<file path="src/rtl/simd_pkg.sv">
package simd_pkg;
  typedef enum logic [1:0] {
    SAT_WRAP  = 2'd0,
    SAT_SIGN  = 2'd1,
    SAT_UNSG  = 2'd2,
    SAT_NONE  = 2'd3
  } sat_mode_e;

  typedef enum logic [1:0] {
    LOG_AND  = 2'd0,
    LOG_ANDN = 2'd1,
    LOG_OR   = 2'd2,
    LOG_XOR  = 2'd3
  } logic_sel_e;

  typedef enum logic [1:0] {
    KIND_ZERO  = 2'd0,
    KIND_ARITH = 2'd1,
    KIND_CMP   = 2'd2,
    KIND_LOGIC = 2'd3
  } op_kind_e;

  typedef struct packed {
    op_kind_e   kind;
    logic       sub;
    sat_mode_e  mode;
    logic_sel_e lsel;
  } op_ctrl_t;

  localparam int unsigned NUM_WIDTHS = 3;
  localparam logic [1:0]  SIZE_RSVD  = 2'b11;

  function automatic op_ctrl_t decode_op(input logic [3:0] op);
    op_ctrl_t c;
    c.kind = KIND_ZERO;
    c.sub  = op[2];
    c.mode = sat_mode_e'(op[1:0]);
    c.lsel = logic_sel_e'(op[1:0]);
    if (!op[3] && op[1:0] != 2'b11) c.kind = KIND_ARITH;
    else if (op == 4'h8)            c.kind = KIND_CMP;
    else if (op[3:2] == 2'b11)      c.kind = KIND_LOGIC;
    return c;
  endfunction
endpackage

</file>
<file path="src/rtl/simd_lane.sv">
module simd_lane
  import simd_pkg::*;
#(
  parameter int unsigned LW = 8
) (
  input  logic [LW-1:0] a,
  input  logic [LW-1:0] b,
  input  logic          sub,
  input  sat_mode_e     mode,
  output logic [LW-1:0] res,
  output logic          eq
);
  localparam logic [LW-1:0] S_MAX = {1'b0, {(LW-1){1'b1}}};
  localparam logic [LW-1:0] S_MIN = {1'b1, {(LW-1){1'b0}}};

  logic [LW:0]        u_res;
  logic signed [LW:0] s_res;

  always_comb begin
    u_res = sub ? ({1'b0, a} - {1'b0, b}) : ({1'b0, a} + {1'b0, b});
    s_res = sub ? ($signed({a[LW-1], a}) - $signed({b[LW-1], b}))
                : ($signed({a[LW-1], a}) + $signed({b[LW-1], b}));
    res = u_res[LW-1:0];
    case (mode)
      SAT_UNSG: if (u_res[LW]) res = sub ? '0 : '1;
      SAT_SIGN: if (s_res[LW] != s_res[LW-1]) res = s_res[LW] ? S_MIN : S_MAX;
      default:  res = u_res[LW-1:0];
    endcase
  end

  assign eq = (a == b);
endmodule

</file>
<file path="src/rtl/simd_lane_group.sv">
module simd_lane_group
  import simd_pkg::*;
#(
  parameter int unsigned DW = 64,
  parameter int unsigned LW = 8
) (
  input  logic [DW-1:0] a,
  input  logic [DW-1:0] b,
  input  logic          sub,
  input  sat_mode_e     mode,
  output logic [DW-1:0] arith,
  output logic [DW-1:0] mask
);
  localparam int unsigned NL = DW / LW;

  for (genvar i = 0; i < NL; i++) begin : g_lane
    logic lane_eq;
    simd_lane #(.LW(LW)) u_lane (
      .a    (a[i*LW +: LW]),
      .b    (b[i*LW +: LW]),
      .sub  (sub),
      .mode (mode),
      .res  (arith[i*LW +: LW]),
      .eq   (lane_eq)
    );
    assign mask[i*LW +: LW] = {LW{lane_eq}};
  end
endmodule

</file>
<file path="src/rtl/simd_logic_unit.sv">
module simd_logic_unit
  import simd_pkg::*;
#(
  parameter int unsigned DW = 64
) (
  input  logic [DW-1:0] a,
  input  logic [DW-1:0] b,
  input  logic_sel_e    sel,
  output logic [DW-1:0] y
);
  always_comb begin
    case (sel)
      LOG_AND:  y = a & b;
      LOG_ANDN: y = ~a & b;
      LOG_OR:   y = a | b;
      default:  y = a ^ b;
    endcase
  end
endmodule

</file>
<file path="src/rtl/simd_sat_alu.sv">
module simd_sat_alu
  import simd_pkg::*;
#(
  parameter int unsigned DW     = 64,
  parameter int unsigned MIN_LW = 8
) (
  input  logic          clk,
  input  logic          rst,
  input  logic          in_valid,
  output logic          in_ready,
  input  logic [3:0]    in_op,
  input  logic [1:0]    in_size,
  input  logic [DW-1:0] in_a,
  input  logic [DW-1:0] in_b,
  output logic          out_valid,
  input  logic          out_ready,
  output logic [DW-1:0] out_data
);
  op_ctrl_t      ctrl;
  logic [DW-1:0] arith_w [NUM_WIDTHS];
  logic [DW-1:0] mask_w  [NUM_WIDTHS];
  logic [DW-1:0] logic_y;
  logic [DW-1:0] result;
  logic          accept;

  assign ctrl = decode_op(in_op);

  for (genvar g = 0; g < NUM_WIDTHS; g++) begin : g_width
    simd_lane_group #(.DW(DW), .LW(MIN_LW << g)) u_grp (
      .a     (in_a),
      .b     (in_b),
      .sub   (ctrl.sub),
      .mode  (ctrl.mode),
      .arith (arith_w[g]),
      .mask  (mask_w[g])
    );
  end

  simd_logic_unit #(.DW(DW)) u_logic (
    .a   (in_a),
    .b   (in_b),
    .sel (ctrl.lsel),
    .y   (logic_y)
  );

  always_comb begin
    result = '0;
    if (in_size != SIZE_RSVD) begin
      case (ctrl.kind)
        KIND_ARITH: result = arith_w[in_size];
        KIND_CMP:   result = mask_w[in_size];
        KIND_LOGIC: result = logic_y;
        default:    result = '0;
      endcase
    end
  end

  assign in_ready = !out_valid || out_ready;
  assign accept   = in_valid && in_ready;

  always_ff @(posedge clk) begin
    if (rst) begin
      out_valid <= 1'b0;
      out_data  <= '0;
    end else if (in_ready) begin
      out_valid <= in_valid;
      if (in_valid) out_data <= result;
    end
  end

  AST_ACCEPT_LATENCY: assert property (@(posedge clk) disable iff (rst)
    accept |=> out_valid);
  AST_STALL_HOLD: assert property (@(posedge clk) disable iff (rst)
    (out_valid && !out_ready) |=> (out_valid && $stable(out_data)));
  AST_STALL_NO_ACCEPT: assert property (@(posedge clk) disable iff (rst)
    (out_valid && !out_ready) |-> !in_ready);
  AST_RSVD_SIZE_ZERO: assert property (@(posedge clk) disable iff (rst)
    (accept && in_size == SIZE_RSVD) |=> (out_data == '0));
  AST_UNUSED_OP_ZERO: assert property (@(posedge clk) disable iff (rst)
    (accept && in_op inside {4'h3, 4'h7, 4'h9, 4'hA, 4'hB}) |=> (out_data == '0));
  AST_CMP_SELF_ONES: assert property (@(posedge clk) disable iff (rst)
    (accept && in_op == 4'h8 && in_size != SIZE_RSVD && in_a == in_b) |=> (out_data == '1));
  AST_USUB_FROM_ZERO: assert property (@(posedge clk) disable iff (rst)
    (accept && in_op == 4'h6 && in_a == '0) |=> (out_data == '0));
endmodule

</file>
<file path="config.mk">
export PLATFORM = sky130hd
export DESIGN_NAME = simd_sat_alu
export DESIGN_NICKNAME = d
export VERILOG_FILES = /design/src/rtl/simd_pkg.sv /design/src/rtl/simd_lane.sv /design/src/rtl/simd_lane_group.sv /design/src/rtl/simd_logic_unit.sv /design/src/rtl/simd_sat_alu.sv
export SDC_FILE = /design/constraint.sdc
export NUM_CORES = 1
export LEC_CHECK = 0
export ABC_AREA = 1
export BUFFER_PORTS_ARGS = -buffer_cell sky130_fd_sc_hd__clkbuf_2
export CAP_MARGIN = 20
export CORE_MARGIN = 5
export CORE_UTILIZATION = 35
export CTS_BUF_LIST = sky130_fd_sc_hd__clkbuf_16
export CTS_CLUSTER_DIAMETER = 60
export DETAILED_ROUTE_END_ITERATION = 8
export PLACE_DENSITY = 0.6
export SLEW_MARGIN = 40
export SYNTH_ARGS = -nofsm -noshare
export SYNTH_HDL_FRONTEND = slang
export SYNTH_SLANG_ARGS = --single-unit
</file>
<file path="constraint.sdc">
create_clock -name clk -period 5 [get_ports clk]
set_input_delay 1.25 -clock clk [delete_from_list [all_inputs] [get_ports clk]]
set_output_delay 1.25 -clock clk [all_outputs]
set_load 0.01 [all_outputs]
</file>
Yosys cells after proc, flatten, opt, wreduce, memory -nomap -nowiden
Cells that the tools add are included.
- add/subtract/negate cells: 56
- $lt $le $gt $ge: 1
- equal/unequal tests: 37
- multiplexer cells: 99
- bitwise gates (word level): 6
- reductions and logical operators: 6
- operator list (operator ; count):
    64-bit one-hot mux with 3 select lines ; 2
    64-bit 2-to-1 mux ; 5
    64-bit binary-select mux with 2-bit select ; 2
    32-bit 2-to-1 mux ; 7
    16-bit 2-to-1 mux ; 13
    8-bit 2-to-1 mux ; 25
    8-bit by 8-bit adder with 9-bit output ; 16
    9-bit 2-to-1 mux ; 16
    8-bit by 8-bit subtractor with 9-bit output ; 16
    16-bit by 16-bit adder with 17-bit output ; 8
    17-bit 2-to-1 mux ; 8
    16-bit by 16-bit subtractor with 17-bit output ; 8
    32-bit by 32-bit adder with 33-bit output ; 4
    33-bit 2-to-1 mux ; 4
    32-bit by 32-bit subtractor with 33-bit output ; 4
    64-bit bitwise AND ; 2
    16-bit one-hot mux with 2 select lines ; 4
    32-bit one-hot mux with 2 select lines ; 2
    8-bit one-hot mux with 2 select lines ; 8
    16-bit == test ; 4
    32-bit == test ; 2
    8-bit == test ; 8
    64-bit inverter ; 1
    64-bit OR ; 1
    14 further kinds ; 35
- flip-flop bits (word level): 65
- input bits: 138
- output and inout port bits: 66

Longest topological paths before layout
- depth in word-level cells: 10
- mapped depth: 36
- mapped depth without buffers: 32

By module
Synthesis repeated with hierarchy kept, for this count alone.
- cell total of the unflattened synthesis: 8383
- area, all modules: 45914.0 um^2
- modules (own cells, without submodules) (module ; instances ; cells an instance ; area each (um^2)):
    simd_lane at g_width[0].u_grp.g_lane[0].u_lane ... ; 8 ; 252 ; 1367.6
    simd_lane at g_width[1].u_grp.g_lane[1].u_lane ... ; 3 ; 436 ; 2585.0
    simd_sat_alu ; 1 ; 1524 ; 7483.4
    simd_lane at g_width[2].u_grp.g_lane[1].u_lane ; 1 ; 1067 ; 5884.4
    simd_lane at g_width[2].u_grp.g_lane[0].u_lane ; 1 ; 1078 ; 5828.1
    simd_logic_unit ; 1 ; 754 ; 3940.0
    simd_lane at g_width[1].u_grp.g_lane[0].u_lane ; 1 ; 444 ; 2641.3
    simd_lane_group ; 3 ; 64 ; 480.5

Worst setup path after synthesis
Ideal clock, no wire load.
- path type: input to register
- from: input in_op[2]
- to: register out_data[11]
- setup time: 0.136 ns
- data arrival time: 4.966 ns
- data required time: 4.864 ns
- path slack: -0.103 ns
- stages on the path: 30
- path buffers: 9
- cells stage by stage: buf_4 > buf_4 > buf_2 > buf_2 > buf_2 > buf_2 > buf_2 > buf_2 > o21ai_0 > fa_1 > inv_1 > nand2_1 > o21ai_2 > nand2_1 > nand2_2 > nand2_1 > nand2_2 > nand3_2 > nand2_2 > xor2_2 > buf_4 > nand2_1 > a21oi_1 > nand2_1 > nand3_1 > nand2_1 > nand2_1 > nand2_1 > nand2_1 > a21oi_2
- longest elaborated chain between the ends: 9
- ends and longest elaborated chain (item ; line ; text):
    start: declaration ; simd_sat_alu.sv:11 ; input logic [3:0] in_op,
    33-bit 2-to-1 mux, or another cell as far along ; simd_lane.sv:21 ; s_res = sub ? ($signed({a[LW-1], a}) - $signed({b[LW-1], b}))
    32-bit 2-to-1 mux, or another cell as far along (2 in a row) ; simd_lane.sv:26 ; SAT_SIGN: if (s_res[LW] != s_res[LW-1]) res = s_res[LW] ? S_MIN : S_MAX;
    32-bit one-hot mux with 2 select lines, or another cell as far along ; simd_lane.sv:24 ; case (mode)
    64-bit binary-select mux with 2-bit select ; simd_sat_alu.sv:50 ; KIND_ARITH: result = arith_w[in_size];
    64-bit 2-to-1 mux (not written as such) (2 in a row) ; simd_sat_alu.sv:50 ;
    64-bit one-hot mux with 3 select lines (*) ; simd_sat_alu.sv:49 ; case (ctrl.kind)
    64-bit 2-to-1 mux (*) ; simd_sat_alu.sv:48 ; if (in_size != SIZE_RSVD) begin
    end signal: assignment ; simd_sat_alu.sv:67 ; if (in_valid) out_data <= result;
    end: declaration ; simd_sat_alu.sv:17 ; output logic [DW-1:0] out_data
Mark *: on every way between the ends. The rest lies on a longest branch, timed or not. The select of a mux whose other input is x is not followed.
A chain may end at the register's enable or synchronous reset.

Worst setup path after layout
- from: input in_b[2]
- to: register out_data[25]
- longest elaborated chain between the ends: 10
- ends and longest elaborated chain (item ; line ; text):
    start: declaration ; simd_sat_alu.sv:14 ; input logic [DW-1:0] in_b,
    32-bit by 32-bit adder with 33-bit output / 32-bit by 32-bit subtractor with 33-bit output (equally long branches) ; simd_lane.sv:22, simd_lane.sv:21 ;
    33-bit 2-to-1 mux ; simd_lane.sv:21 ;
    32-bit 2-to-1 mux / 1-bit inequality test (equally long branches) ; simd_lane.sv:26 ;
    32-bit 2-to-1 mux ; simd_lane.sv:26 ;
    32-bit one-hot mux with 2 select lines ; simd_lane.sv:24 ;
    64-bit binary-select mux with 2-bit select ; simd_sat_alu.sv:50 ;
    64-bit 2-to-1 mux (not written as such) (2 in a row) ; simd_sat_alu.sv:50 ;
    64-bit one-hot mux with 3 select lines (*) ; simd_sat_alu.sv:49 ;
    64-bit 2-to-1 mux (*) ; simd_sat_alu.sv:48 ;
Marks and branches as above.

==> flow_summary.ini <==
[status]
status = finished with violations
failed_checks = setup timing

[floorplan]
io_pins = 204
num_rows = 107
design.die.area_sq_um = 92480
die_h_um = 304.1
initial_core_util_pct = 35.39
fp.dieW_um = 304.1
core-area_sq_um = 85550

[logic_synthesis]
syn_nets = 6174
yosysTopAreaCell = nand2_1
synthCells = 5690
synth.distinct_cells = 68
synth_warnings = 0
synth.area.top_cells = nand2_1, ha_1, inv_1
synthArstFlopShare_pct = 0
yosys-top-cells-count = nand2_1, inv_1, a21oi_1, o21ai_0, nand3_1
synth_seq_cells = 65
synth.avg_cell_area_sq_um = 5.321
synthFlopType = dfxtp_1
synth_most_common_cell = nand2_1
synth_top_area_share_pct = 25.70
synth-edff-count = 0
syn_area_sq_um = 30280
ys_seq_area_share_pct = 4.298

[timing]
min_period_over_period_pct = 100.3
min_period_ns = 5.017
tightest_slew_ns = 0.8660
fin_ws_ns = -0.01739
maxSlewHeadroom_pct = 42.27
setup_viol = 2
fin_worst_skew_ns = 0.01003
slew_viol_final = 0
rsz0062_at_grt = true
fmax_ghz = 0.1993
hold_viol = 0

[drt]
ant_nets = 0
drt-total-wl_um = 143200
vias = 39710
first_iter_violations = 4226
drt_first_pass_iters = 7
post_drt_wl_per_cell_um = 19.65
drc = 0
avgViaCountPerCell = 5.449

[grt]
grt_pass1_vias = 36200
grt.overflow.total = 0
grt_max_degree = 66
grt_usage_pct = 28.93
grt_first_pass_wirelength_um = 214500
antenna_found_initial = 1

[flow_run]
max_cap_violations = 0

[clock_network]
insertion_delay_ns = 0.39
clk_path_buf_depth = 2
cts.clk_slew.worst_paths_ns = 0.08
cts_buffers = 9
hold_buffers = 0
clock_sinks = 65
ctsHtreeMaxLevel = 3
root_buffer = clkbuf_16
tritoncts = yes

[setup_path]
start_kind = input port
crit_slowest_cell = ha_1
worst-endpoint-arrival_ns = 5.24
cp-end-kind = flop
crit_family = simple AND/OR/NAND/NOR gates
worst-setup-path-type = in2reg
cp_num_buf_inv = 7
cp_max_fo = 8
max_stage_delay_ns = 0.33
crit_required_ns = 5.22
crit_top_cell = nand2_1

[power]
p_clk_share_pct = 10.5
intPower_w = 0.002909
seqPwrFrac_pct = 8.0
comb_power_share_pct = 81.5
p_switching_w = 0.004020
switching_share_pct = 58.01
power_density_nw_per_um2 = 189.7
ir_drop_mv = 0.2015
power_w = 0.006929
p_leak_nw = 19.47

[finish]
drive_gt1_share_pct = 16.64
area_growth_pct = 20.68
post-route-util_pct = 42.71
fin_nets = 6622
fillerInstances = 9442

[placement]
gp_congestion = 1.024
port_buffers = 203
dp_hpwl_um = 115500

[worst_hold_path]
min_path_type = reg2reg
-- cell families after synthesis --
family | synth area share (%)
AOI/OAI and AO/OA | 19.91
xor gates and xnor gates | 6.183
adders and majority gates | 14.70
buffers and inverters | 12.80
DFF | 4.298
muxes | 0.1364
and+or+nand+nor | 41.98
-- power groups by stage --
stage	logic [W]	clock network, W	registers (W)
3_3_place_gp	0.00518	0	0.000568
5_1_grt	0.00615	0.000746	0.000558
2_1_floorplan	0.00328	0	0.000568
4_1_cts	0.00529	0.000730	0.000556
6_report	0.00565	0.000725	0.000556
3_5_place_dp	0.00521	0	0.000568
-- layout by cell type (no fill, tap or decap), types with 7 or more instances in the layout --
cell type  synthesis  final
nor3_2             6      9
o21ai_0          395    382
inv_1            659    652
buf_12             0     12
o21a_1             8      8
o21bai_1          43     41
buf_4             36    454
a21oi_1          474    440
buf_6             14     10
and2_1             8      8
nand3b_1          13     13
nand4_1          105    105
a21o_1            16     16
a31oi_1           11     11
a21boi_0           8      7
dfxtp_1           65     65
nand3_2            8     24
inv_2             35     37
a21oi_2           14     46
nand3_4            1      7
nand2_2           26     62
nand3_1          355    333
nor3_1            53     48
or2_2             15     15
o211ai_1          83     83
xnor2_1           19     19
nor2_2            16     30
ha_4               0      8
nor2_1           306    286
nor4_1            12      7
nand2_4            5     30
clkbuf_16          0     11
nand2_1         2073   2011
xor2_1           191    190
nor2_4             7     13
ha_1             330    321
fa_1              16     16
o21ai_1           24     32
clkbuf_2           7    199
-- metal layers --
layer / vias up / GRT usage (%) / wire, um
met4: 0 / 10.21 / 6003
li1: 19290 / - / -
met5: - / 0 / 0
met3: 304 / 3.062 / 12090
met1: 18200 / 38.46 / 59430
met2: 1918 / 48.77 / 65710
-- flip-flops by register name, indices dropped and copies added, names as in the netlist --
register,cells
out_valid,1
out_data,64
-- stage by stage --
stage               hold slack (ns)  TNS [ns]  worst slack, ns  instance area, sq um  instances
floorplan                    0.4900         0          0.01948                 30290       5690
global placement             0.4533    -43.04          -0.7611                 35080       7250
detailed placement           0.4576    -50.69          -0.8614                 35080       7250
CTS                          0.4683         0         0.009566                 35670       7274
global route                 0.4891    -8.125          -0.2865                 36530       7287
finish                       0.4665  -0.02744         -0.01739                 36540       7288
-- worst register-to-register path, delay by kind of cell (launching register included) --
kind	cells	cell delay, ns
AOI/OAI and AO/OA	2	0.67
and+or+nand+nor	3	0.46
buffers and inverters	1	0.42
DFF	1	0.33
-- worst paths after layout --
kind	cells past startpoint	end	startpoint	slack, ns
setup / recovery	32	out_data[25]	in_b[2]	-0.02
setup reg to reg	6	out_data[42]	out_valid	3.05
hold / removal	2	out_data[5]	out_data[5]	0.47
hold reg to reg	2	out_data[5]	out_data[5]	0.47
-- what timing repair did --
item	in CTS	in global routing
endpoints found under the setup margin	64	64
cloned	1	3
resized for setup	45	198
pin swaps	10	111
buffers inserted	7	13
-- layout make-up --
class,count,area (sq um),share of cell area [%]
antenna,1,2.502,0.006849
clock buffer,9,225.2,0.6164
clock inverter,7,78.83,0.2158
inverter,699,2641,7.229
multi-input combinational,4684,26040,71.26
sequential,65,1301,3.562
tap,1144,1431,3.918
timing repair buffer,678,4812,13.17
timing repair inverter,1,7.507,0.02055
Note: power is estimated with default switching activity, not from simulation.
